$ cat config.mk
export PLATFORM = sky130hd
export DESIGN_NAME = t1_los_ais_mon
export DESIGN_NICKNAME = d
export VERILOG_FILES = /design/src/rtl/t1_mon_pkg.sv /design/src/rtl/t1_rst_sync.sv /design/src/rtl/t1_zero_run.sv /design/src/rtl/t1_ones_window.sv /design/src/rtl/t1_ais_mon.sv /design/src/rtl/t1_los_ais_mon.sv
export SDC_FILE = /design/constraint.sdc
export NUM_CORES = 1
export LEC_CHECK = 0
export ABC_AREA = 1
export BUFFER_PORTS_ARGS = -buffer_cell sky130_fd_sc_hd__buf_2
export CORE_UTILIZATION = 40
export DETAILED_ROUTE_END_ITERATION = 8
export PLACE_DENSITY = 0.66
export SYNTH_ARGS = -nofsm -noshare
export SYNTH_HDL_FRONTEND = slang
export SYNTH_HIERARCHICAL = 1
export SYNTH_SLANG_ARGS = --single-unit
$ cat constraint.sdc
create_clock -name clk -period 34.2 [get_ports clk]
set_clock_uncertainty 0.1 [all_clocks]
set_input_delay 6.84 -clock clk [delete_from_list [all_inputs] [get_ports clk]]
set_output_delay 6.84 -clock clk [all_outputs]
set_load 0.05 [all_outputs]
$ cat src/rtl/t1_mon_pkg.sv
package t1_mon_pkg;
  localparam int unsigned FRAME_BITS    = 193;
  localparam int unsigned WIN_BITS      = 2 * FRAME_BITS;
  localparam int unsigned ZERO_RUN      = 128;
  localparam int unsigned ONES_RECOVER  = 48;
  localparam int unsigned AIS_MAX_ZEROS = 2;
endpackage

$ cat src/rtl/t1_rst_sync.sv
module t1_rst_sync (
  input  logic clk,
  input  logic rst_n,
  output logic rst_sn
);
  logic stage_q;

  always_ff @(posedge clk or negedge rst_n) begin
    if (!rst_n) begin
      stage_q <= 1'b0;
      rst_sn  <= 1'b0;
    end else begin
      stage_q <= 1'b1;
      rst_sn  <= stage_q;
    end
  end
endmodule

$ cat src/rtl/t1_zero_run.sv
module t1_zero_run #(
  parameter int unsigned ZERO_RUN = 128
) (
  input  logic clk,
  input  logic rst_n,
  input  logic bit_en,
  input  logic rx_bit,
  output logic run_hit
);
  localparam int unsigned CW = $clog2(ZERO_RUN + 1);
  localparam logic [CW-1:0] RUN_MAX  = CW'(ZERO_RUN);
  localparam logic [CW-1:0] RUN_LAST = CW'(ZERO_RUN - 1);

  logic [CW-1:0] zc_q, zc_d;

  always_comb begin
    zc_d = zc_q;
    if (bit_en) begin
      if (rx_bit)
        zc_d = '0;
      else if (zc_q != RUN_MAX)
        zc_d = zc_q + 1'b1;
    end
  end

  assign run_hit = bit_en && !rx_bit && (zc_q >= RUN_LAST);

  always_ff @(posedge clk or negedge rst_n) begin
    if (!rst_n) zc_q <= '0;
    else        zc_q <= zc_d;
  end

  // the run count never passes its saturation point
  a_r2_run_saturates: assert property (@(posedge clk) disable iff (!rst_n)
    zc_q <= RUN_MAX);

  // a received one empties the run count
  a_r3_one_restarts_run: assert property (@(posedge clk) disable iff (!rst_n)
    (bit_en && rx_bit) |=> (zc_q == '0));
endmodule

$ cat src/rtl/t1_ones_window.sv
module t1_ones_window #(
  parameter int unsigned WIN_BITS     = 386,
  parameter int unsigned ONES_RECOVER = 48
) (
  input  logic clk,
  input  logic rst_n,
  input  logic clr,
  input  logic bit_en,
  input  logic rx_bit,
  output logic dens_ok
);
  localparam int unsigned CW = $clog2(WIN_BITS + 1);
  localparam logic [CW-1:0] RECOVER_AT = CW'(ONES_RECOVER);

  logic [WIN_BITS-1:0] hist_q, hist_d;
  logic [CW-1:0]       cnt_q, cnt_d;
  logic                oldest;

  assign oldest = hist_q[WIN_BITS-1];

  always_comb begin
    hist_d = hist_q;
    cnt_d  = cnt_q;
    if (clr) begin
      hist_d = '0;
      cnt_d  = '0;
    end else if (bit_en) begin
      hist_d = {hist_q[WIN_BITS-2:0], rx_bit};
      cnt_d  = cnt_q + CW'(rx_bit) - CW'(oldest);
    end
  end

  assign dens_ok = !clr && bit_en && (cnt_d >= RECOVER_AT);

  always_ff @(posedge clk or negedge rst_n) begin
    if (!rst_n) begin
      hist_q <= '0;
      cnt_q  <= '0;
    end else begin
      hist_q <= hist_d;
      cnt_q  <= cnt_d;
    end
  end

  // running total agrees with the ones held in the history
  a_r5_total_tracks_history: assert property (@(posedge clk) disable iff (!rst_n)
    cnt_q == CW'($countones(hist_q)));

  // a cleared window holds no ones on the following cycle
  a_r5_clear_empties: assert property (@(posedge clk) disable iff (!rst_n)
    clr |=> (cnt_q == '0));
endmodule

$ cat src/rtl/t1_ais_mon.sv
module t1_ais_mon #(
  parameter int unsigned WIN_BITS  = 386,
  parameter int unsigned MAX_ZEROS = 2
) (
  input  logic clk,
  input  logic rst_n,
  input  logic bit_en,
  input  logic rx_bit,
  input  logic framer_sync,
  output logic ais
);
  localparam int unsigned PW = $clog2(WIN_BITS);
  localparam int unsigned ZW = $clog2(MAX_ZEROS + 2);
  localparam logic [PW-1:0] POS_LAST = PW'(WIN_BITS - 1);
  localparam logic [ZW-1:0] Z_SAT    = ZW'(MAX_ZEROS + 1);
  localparam logic [ZW-1:0] Z_OK     = ZW'(MAX_ZEROS);

  logic [PW-1:0] pos_q, pos_d;
  logic [ZW-1:0] zw_q, zw_d, zsum;
  logic          ais_q, ais_d;
  logic          at_end;

  assign at_end = bit_en && !framer_sync && (pos_q == POS_LAST);

  always_comb begin
    zsum = zw_q;
    if (!rx_bit && (zw_q != Z_SAT))
      zsum = zw_q + 1'b1;
  end

  always_comb begin
    pos_d = pos_q;
    zw_d  = zw_q;
    ais_d = ais_q;
    if (framer_sync) begin
      pos_d = '0;
      zw_d  = '0;
      ais_d = 1'b0;
    end else if (bit_en) begin
      if (pos_q == POS_LAST) begin
        pos_d = '0;
        zw_d  = '0;
        ais_d = (zsum <= Z_OK);
      end else begin
        pos_d = pos_q + 1'b1;
        zw_d  = zsum;
      end
    end
  end

  always_ff @(posedge clk or negedge rst_n) begin
    if (!rst_n) begin
      pos_q <= '0;
      zw_q  <= '0;
      ais_q <= 1'b0;
    end else begin
      pos_q <= pos_d;
      zw_q  <= zw_d;
      ais_q <= ais_d;
    end
  end

  assign ais = ais_q;

  // regained alignment clears the flag on the next edge
  a_r9_sync_clears: assert property (@(posedge clk) disable iff (!rst_n)
    framer_sync |=> !ais_q);

  // without a window end the flag holds
  a_r7_moves_only_at_end: assert property (@(posedge clk) disable iff (!rst_n)
    (!framer_sync && !at_end) |=> $stable(ais_q));

  // position stays inside the window
  a_r7_pos_in_range: assert property (@(posedge clk) disable iff (!rst_n)
    pos_q <= POS_LAST);
endmodule

$ cat src/rtl/t1_los_ais_mon.sv
module t1_los_ais_mon
  import t1_mon_pkg::*;
#(
  parameter int unsigned WIN      = WIN_BITS,
  parameter int unsigned RUN      = ZERO_RUN,
  parameter int unsigned RECOVER  = ONES_RECOVER,
  parameter int unsigned AIS_ZMAX = AIS_MAX_ZEROS
) (
  input  logic clk,
  input  logic rst_n,
  input  logic bit_en,
  input  logic rx_bit,
  input  logic framer_sync,
  output logic los,
  output logic ais
);
  logic rst_sn;
  logic run_hit, dens_ok;
  logic los_q, los_d;

  t1_rst_sync u_rst (
    .clk    (clk),
    .rst_n  (rst_n),
    .rst_sn (rst_sn)
  );

  t1_zero_run #(.ZERO_RUN(RUN)) u_run (
    .clk     (clk),
    .rst_n   (rst_sn),
    .bit_en  (bit_en),
    .rx_bit  (rx_bit),
    .run_hit (run_hit)
  );

  t1_ones_window #(.WIN_BITS(WIN), .ONES_RECOVER(RECOVER)) u_dens (
    .clk     (clk),
    .rst_n   (rst_sn),
    .clr     (!los_q),
    .bit_en  (bit_en),
    .rx_bit  (rx_bit),
    .dens_ok (dens_ok)
  );

  t1_ais_mon #(.WIN_BITS(WIN), .MAX_ZEROS(AIS_ZMAX)) u_ais (
    .clk         (clk),
    .rst_n       (rst_sn),
    .bit_en      (bit_en),
    .rx_bit      (rx_bit),
    .framer_sync (framer_sync),
    .ais         (ais)
  );

  always_comb begin
    if (los_q) los_d = !dens_ok;
    else       los_d = run_hit;
  end

  always_ff @(posedge clk or negedge rst_sn) begin
    if (!rst_sn) los_q <= 1'b0;
    else         los_q <= los_d;
  end

  assign los = los_q;

  // the flag rises only when a zero run completes
  a_r2_rise_needs_run: assert property (@(posedge clk) disable iff (!rst_sn)
    $rose(los_q) |-> $past(run_hit));

  // the flag falls only when the density test passes
  a_r4_fall_needs_density: assert property (@(posedge clk) disable iff (!rst_sn)
    $fell(los_q) |-> $past(dens_ok));

  // no strobe, no change
  a_r6_hold_without_strobe: assert property (@(posedge clk) disable iff (!rst_sn)
    !bit_en |=> $stable(los_q));
endmodule

## Word level (Yosys, flattened, before mapping)

Index checks and enable logic that the tools add are counted.

| word-level totals | value |
|---|---|
| register bits | 418 |
| output and inout bits | 2 |
| input bits | 5 |
| logic and storage cells | 50 |

| cells by class | value |
|---|---|
| mux-type cells | 17 |
| $lt $le $gt $ge | 3 |
| reduce and logical (&&, ||, !) cells | 12 |
| add/sub/neg operators | 5 |
| eq/ne operators | 4 |

Operators with widths:

| operator | count |
|---|---|
| two-way mux 386 bit | 2 |
| two-way mux 9 bit | 5 |
| two-way mux 8 bit | 2 |
| adder 9 x 1 -> 9 bit | 1 |
| adder 9 x 1 -> 9 bit (second input constant) | 1 |
| == test 9 bit (second input constant) | 1 |
| >= comparator 9 x 6 -> 1 bit (second input constant) | 1 |
| subtractor 9 x 1 -> 9 bit | 1 |
| adder 8 x 1 -> 8 bit (second input constant) | 1 |
| >= comparator 8 x 7 -> 1 bit (second input constant) | 1 |
| two-way mux 2 bit | 4 |
| inequality test 8 bit (second input constant) | 1 |
| nonzero test 2 bit | 3 |
| logical AND 1 bit | 5 |
| two-way mux 1 bit | 4 |
| inequality test 2 bit (second input constant) | 2 |
| AND reduction 2 bit | 2 |
| adder 2 x 1 -> 2 bit (second input constant) | 1 |
| <= comparator 2 bit (second input constant) | 1 |
| zero test 1 bit | 2 |

## Longest topological paths before layout

| depth | value |
|---|---|
| depth after elaboration | 8 |
| gate-level depth with buffers | 20 |
| gate-level depth less buffers | 20 |

## By module

Netlist, hierarchy kept.

By module, submodules not included:

| module | cells each | instances | sequential area each (um2) | area each (um2) |
|---|---|---|---|---|
| t1_ones_window | 1374 | 1 | 9884.5 | 14909.3 |
| t1_ais_mon | 117 | 1 | 300.3 | 789.5 |
| t1_zero_run | 74 | 1 | 200.2 | 520.5 |
| t1_rst_sync | 3 | 1 | 50.0 | 53.8 |
| t1_los_ais_mon | 6 | 1 | 25.0 | 48.8 |

## Least setup slack after synthesis

Ideal clock, no wire load.

| path | value |
|---|---|
| kind | input -> register |
| start | in rx_bit |
| end | reg los_q (netlist: los) |
| setup slack | 25.758 ns |
| cell stages on the path | 15 |
| arrival | 8.277 ns |
| required time | 34.034 ns |
| library setup time | 0.066 ns |
| cell sequence | ha_1 > fa_1 > nand2_1 > nand2_2 > nand3_1 > nand3_1 > nand3_1 > nand2_1 > nor2_1 > nand3_1 > nand2_1 > inv_1 > inv_1 > nand2_1 > nand2_2 |

| on the way | value |
|---|---|
| cells in the longest elaborated chain, start to end | 8 |
| elaborated cells between the ends (all ways) | 11 |
| those cells by class | add/sub (2); order compare (1); mux (3); reduce/logical (5) |

RTL lines:

| element | line | text |
|---|---|---|
| from (decl) | t1_los_ais_mon.sv:12 | `input logic rx_bit,` |
| adder 9 x 1 -> 9 bit | t1_ones_window.sv:29 | `cnt_d = cnt_q + CW'(rx_bit) - CW'(oldest);` |
| subtractor 9 x 1 -> 9 bit | t1_ones_window.sv:29 |  |
| two-way mux 9 bit | t1_ones_window.sv:27 | `end else if (bit_en) begin` |
| two-way mux 9 bit | t1_ones_window.sv:24 | `if (clr) begin` |
| named net u_dens.cnt_d[8] | t1_ones_window.sv:16 | `logic [CW-1:0] cnt_q, cnt_d;` |
| >= comparator 9 x 6 -> 1 bit | t1_ones_window.sv:33 | `assign dens_ok = !clr && bit_en && (cnt_d >= RECOVER_AT);` |
| logical AND 1 bit | t1_ones_window.sv:33 |  |
| named net dens_ok | t1_los_ais_mon.sv:18 | `logic run_hit, dens_ok;` |
| zero test 1 bit | t1_los_ais_mon.sv:54 | `if (los_q) los_d = !dens_ok;` |
| two-way mux 1 bit | t1_los_ais_mon.sv:54 |  |
| named net los_d | t1_los_ais_mon.sv:19 | `logic los_q, los_d;` |
| to (signal assigned) | t1_los_ais_mon.sv:60 | `else los_q <= los_d;` |
| to (decl) | t1_los_ais_mon.sv:19 |  |

The timed path passes the listed nets, and every way through them passes these cells.
A chain may end at the register's enable or synchronous reset.

## Worst setup path after layout

| path | value |
|---|---|
| start | in bit_en |
| end | reg u_dens.hist_q[385] |

| on the way | value |
|---|---|
| cells in the longest elaborated chain, start to end | 1 |

RTL lines:

| element | line | text |
|---|---|---|
| from (decl) | t1_los_ais_mon.sv:11 | `input logic bit_en,` |
| inequality test 2 bit (no line) | n/a |  |
| to (signal assigned) | t1_ones_window.sv:40 | `hist_q <= hist_d;` |
| to (decl) | t1_ones_window.sv:15 | `logic [WIN_BITS-1:0] hist_q, hist_d;` |

No other way between the ends.

==> results.py <==
metrics = {
    "sta": {
        "period_share": 0.262,
        "rsz0062_at_grt": "false",
        "hold_viol_final": 0,
        "fmax_mhz": 112,
        "slew_headroom": 0.249,
        "whs_ns": 0.249,
        "slew_viol_final": 0,
        "setup_viol": 0,
        "setup_tns_ns": 0,
        "worst_pin_slew_ns": 1.13,
        "min_period_ns": 8.95,
    },
    "clocking": {
        "cts-htree-levels": 2,
        "cts_hold_buf": 0,
        "post_cts_buffers": 0,
        "clkTransAtPathRegs_ns": 0.06,
        "cts_made_buffers": 44,
        "cts_sinks": 418,
        "ctsResizeCount": 0,
        "clk_path_buf_depth": 3,
        "cts-root-buf": "clkbuf_16",
        "insertion_delay_ns": 0.53,
        "cts_tree": "built",
    },
    "worst_setup_path": {
        "cpPeakStageDelay_ns": 0.93,
        "end_kind": "flip-flop",
        "worstPathArrival_ns": 9.20,
        "cp_top_family": "buffers and inverters",
        "critPathKind": "input port to flip-flop",
        "cpMaxStageDelayCell": "buf_4",
        "crit_chain": "buf_2 > inv_1 > nor2_2 > inv_8 > buf_4 > o21ai_0",
        "cp_max_fo": 182,
        "path_buf_inv": 4,
        "worst_setup_path_start_kind": "input port",
        "cp_data_required_time_ns": 34.45,
    },
    "synth": {
        "synth_top_family_by_area": "compound AO/OA/AOI/OAI gates",
        "synth_nets": 1594,
        "ys_ff_latch": 418,
        "synth_compound_area_frac": 0.157,
        "synth_warnings": 6,
        "synth-edff-count": 0,
        "synth_area_mm2": 0.0163,
        "async_reset_ff_frac": 1.00,
        "ys_types": 27,
        "synthAdderAreaFrac": 0.0120,
        "synth_seq_area_share": 0.641,
        "synthSimpleGateAreaFrac": 0.0516,
        "synthMuxAreaShare": 0,
        "synth_flop_cell": "dfrtp_1",
        "synth_xor_area_frac": 0.000537,
        "syn_area_per_cell_um2": 10.4,
        "syn_inst": 1574,
    },
    "placement": {
        "hpwl_um": 13600,
        "io_buffers": 6,
        "place_congestion": 0.761,
        "place_inst": 2028,
    },
    "global_route": {
        "grt.overflow.total": 0,
        "grt_pass1_vias": 10100,
        "grt_pass1_wl_um": 44700,
        "antenna_found_initial": 0,
        "grt_max_degree": 183,
        "grt_usage": 0.124,
    },
    "detailed_routing": {
        "drc_errors": 0,
        "drt-total-wl_um": 24800,
        "wl_met2_um": 11400,
        "firstDrtPassIters": 5,
        "drtIter0Drc": 552,
        "met1_length_um": 12000,
        "wl_met3_um": 796,
        "routed-via-count": 10100,
        "drtAntennaViolNets": 0,
        "top_layer_used": "met4",
        "via_per_inst": 4.81,
        "wl_per_cell_um": 11.8,
    },
    "cells_and_area": {
        "num_antenna_cells": 0,
        "post-route-util": 0.449,
        "fin_nets": 1569,
        "final_common_cell": "inv_1",
        "drive_gt1_frac": 0.0671,
        "fin_cells": 2105,
        "areaGrowthSynthToFinish_pct": 10.1,
        "nFillCells": 3700,
        "most-common-layout-cells": "inv_1 (444), dfrtp_1 (417), o22ai_1 (386)",
    },
    "die": {
        "die_y_um": 204,
        "die_area_mm2": 0.0416,
        "design.core.area_mm2": 0.0400,
        "die_x_um": 204,
        "start_util": 0.408,
        "rows": 73,
        "io_pins": 7,
    },
    "power": {
        "vdd_drop_max_v": 0.0000333,
        "power.density_mw_per_mm2": 54.7,
        "leakagePower_nw": 7.64,
        "internal_power_mw": 0.786,
        "pwr-share-seq": 0.509,
        "switching_share": 0.200,
        "p_sw_mw": 0.197,
        "pwr-share-clk": 0.475,
        "pwr-share-comb": 0.016,
    },
    "status": {
        "status": "completed",
    },
    "flow_run": {
        "drv_cap": 0,
    },
    "worst_hold_path": {
        "hold_class": "flip-flop to flip-flop",
    },
}
## cells in the mapped netlist (3+ instances only)
library cell | instances | area, um^2
a21oi_1 | 7 | 35.0
buf_2 | 51 | 255
buf_6 | 23 | 259
clkbuf_1 | 11 | 41.3
dfrtp_1 | 418 | 10500
ha_1 | 14 | 175
inv_1 | 444 | 1670
inv_2 | 4 | 15.0
nand2_1 | 111 | 417
nand2_2 | 9 | 56.3
nand3_1 | 26 | 130
nand4_1 | 7 | 43.8
nor2_1 | 30 | 113
nor2_2 | 5 | 31.3
nor2_4 | 3 | 33.8
o21ai_0 | 8 | 40.0
o21ai_1 | 5 | 25.0
o21bai_1 | 4 | 30.0
o22ai_1 | 386 | 2410
## flip-flops by register name, indices dropped and copies added, names as in the netlist
register       flops
los                1
u_rst/rst_sn       1
u_ais/ais          1
u_dens/hist_q    386
u_rst/stage_q      1
u_run/zc_q         8
u_ais/pos_q        9
u_dens/cnt_q       9
u_ais/zw_q         2
## area by class of cell
cell class | instances | area, um^2 | share of cell area
clock buffers | 63 | 1260 | 0.0703
clock inverters | 14 | 179 | 0.00995
inverters | 449 | 1700 | 0.0947
multi-input cells | 621 | 3610 | 0.201
flip-flops and latches | 418 | 10500 | 0.582
well taps | 525 | 657 | 0.0365
repair buffers | 15 | 97.6 | 0.00543
## layer usage
layer | vias to the layer above | track usage
met5 | - | 0
met4 | 0 | 0.0405
met3 | 50 | 0.0239
met2 | 110 | 0.205
met1 | 4884 | 0.165
li1 | 5084 | -
## worst paths after layout
path	slack [ns]	end	depth (start not counted)	start
max	25.25	u_dens/hist_q[385]$_DFFE_PN0P_	6	bit_en
min	0.25	u_rst/rst_sn$_DFF_PN0_	0	u_rst/stage_q$_DFF_PN0_
max reg2reg	31.34	u_dens/hist_q[385]$_DFFE_PN0P_	5	los$_DFF_PN0_
min reg2reg	0.25	u_rst/rst_sn$_DFF_PN0_	0	u_rst/stage_q$_DFF_PN0_
max in group asynchronous	27.91	u_rst/rst_sn$_DFF_PN0_	1	rst_n
min in group asynchronous	0.29	u_dens/cnt_q[3]$_DFF_PN0_	0	u_rst/rst_sn$_DFF_PN0_
## stage by stage
| stage | setup slack [ns] | power [mW] | instance area [um^2] |
|---|---|---|---|
| floorplan | 21.59 | 0.520 | 16300 |
| global placement | 24.79 | 0.525 | 16500 |
| detailed placement | 24.77 | 0.526 | 16500 |
| CTS | 25.28 | 1.00 | 18000 |
| global route | 25.07 | 1.02 | 18000 |
| finish | 25.25 | 0.983 | 18000 |
## worst register-to-register path, cell delays in order, from the launching register on
cell,delay (ns)
dfrtp_1,0.40
inv_2,0.11
nor2_2,0.13
inv_8,0.66
buf_4,1.05
o21ai_0,0.24
## logic make-up after synthesis
logic type,count (synthesis)
AND/OR/NAND/NOR,193
flip-flops,418
other,1
buffers and inverters,535
XOR/XNOR,1
adder cells (fa/ha/maj),15
AO/OA/AOI/OAI,411
## power by group through the flow
stage / clock network [mW] / registers [mW] / logic [mW]
6_report: 0.467 / 0.500 / 0.0161
5_1_grt: 0.503 / 0.500 / 0.0196
4_1_cts: 0.483 / 0.500 / 0.0169
3_5_place_dp: 0 / 0.509 / 0.0168
3_3_place_gp: 0 / 0.509 / 0.0165
2_1_floorplan: 0 / 0.514 / 0.00608
Note: power is estimated with default switching activity, not from simulation.
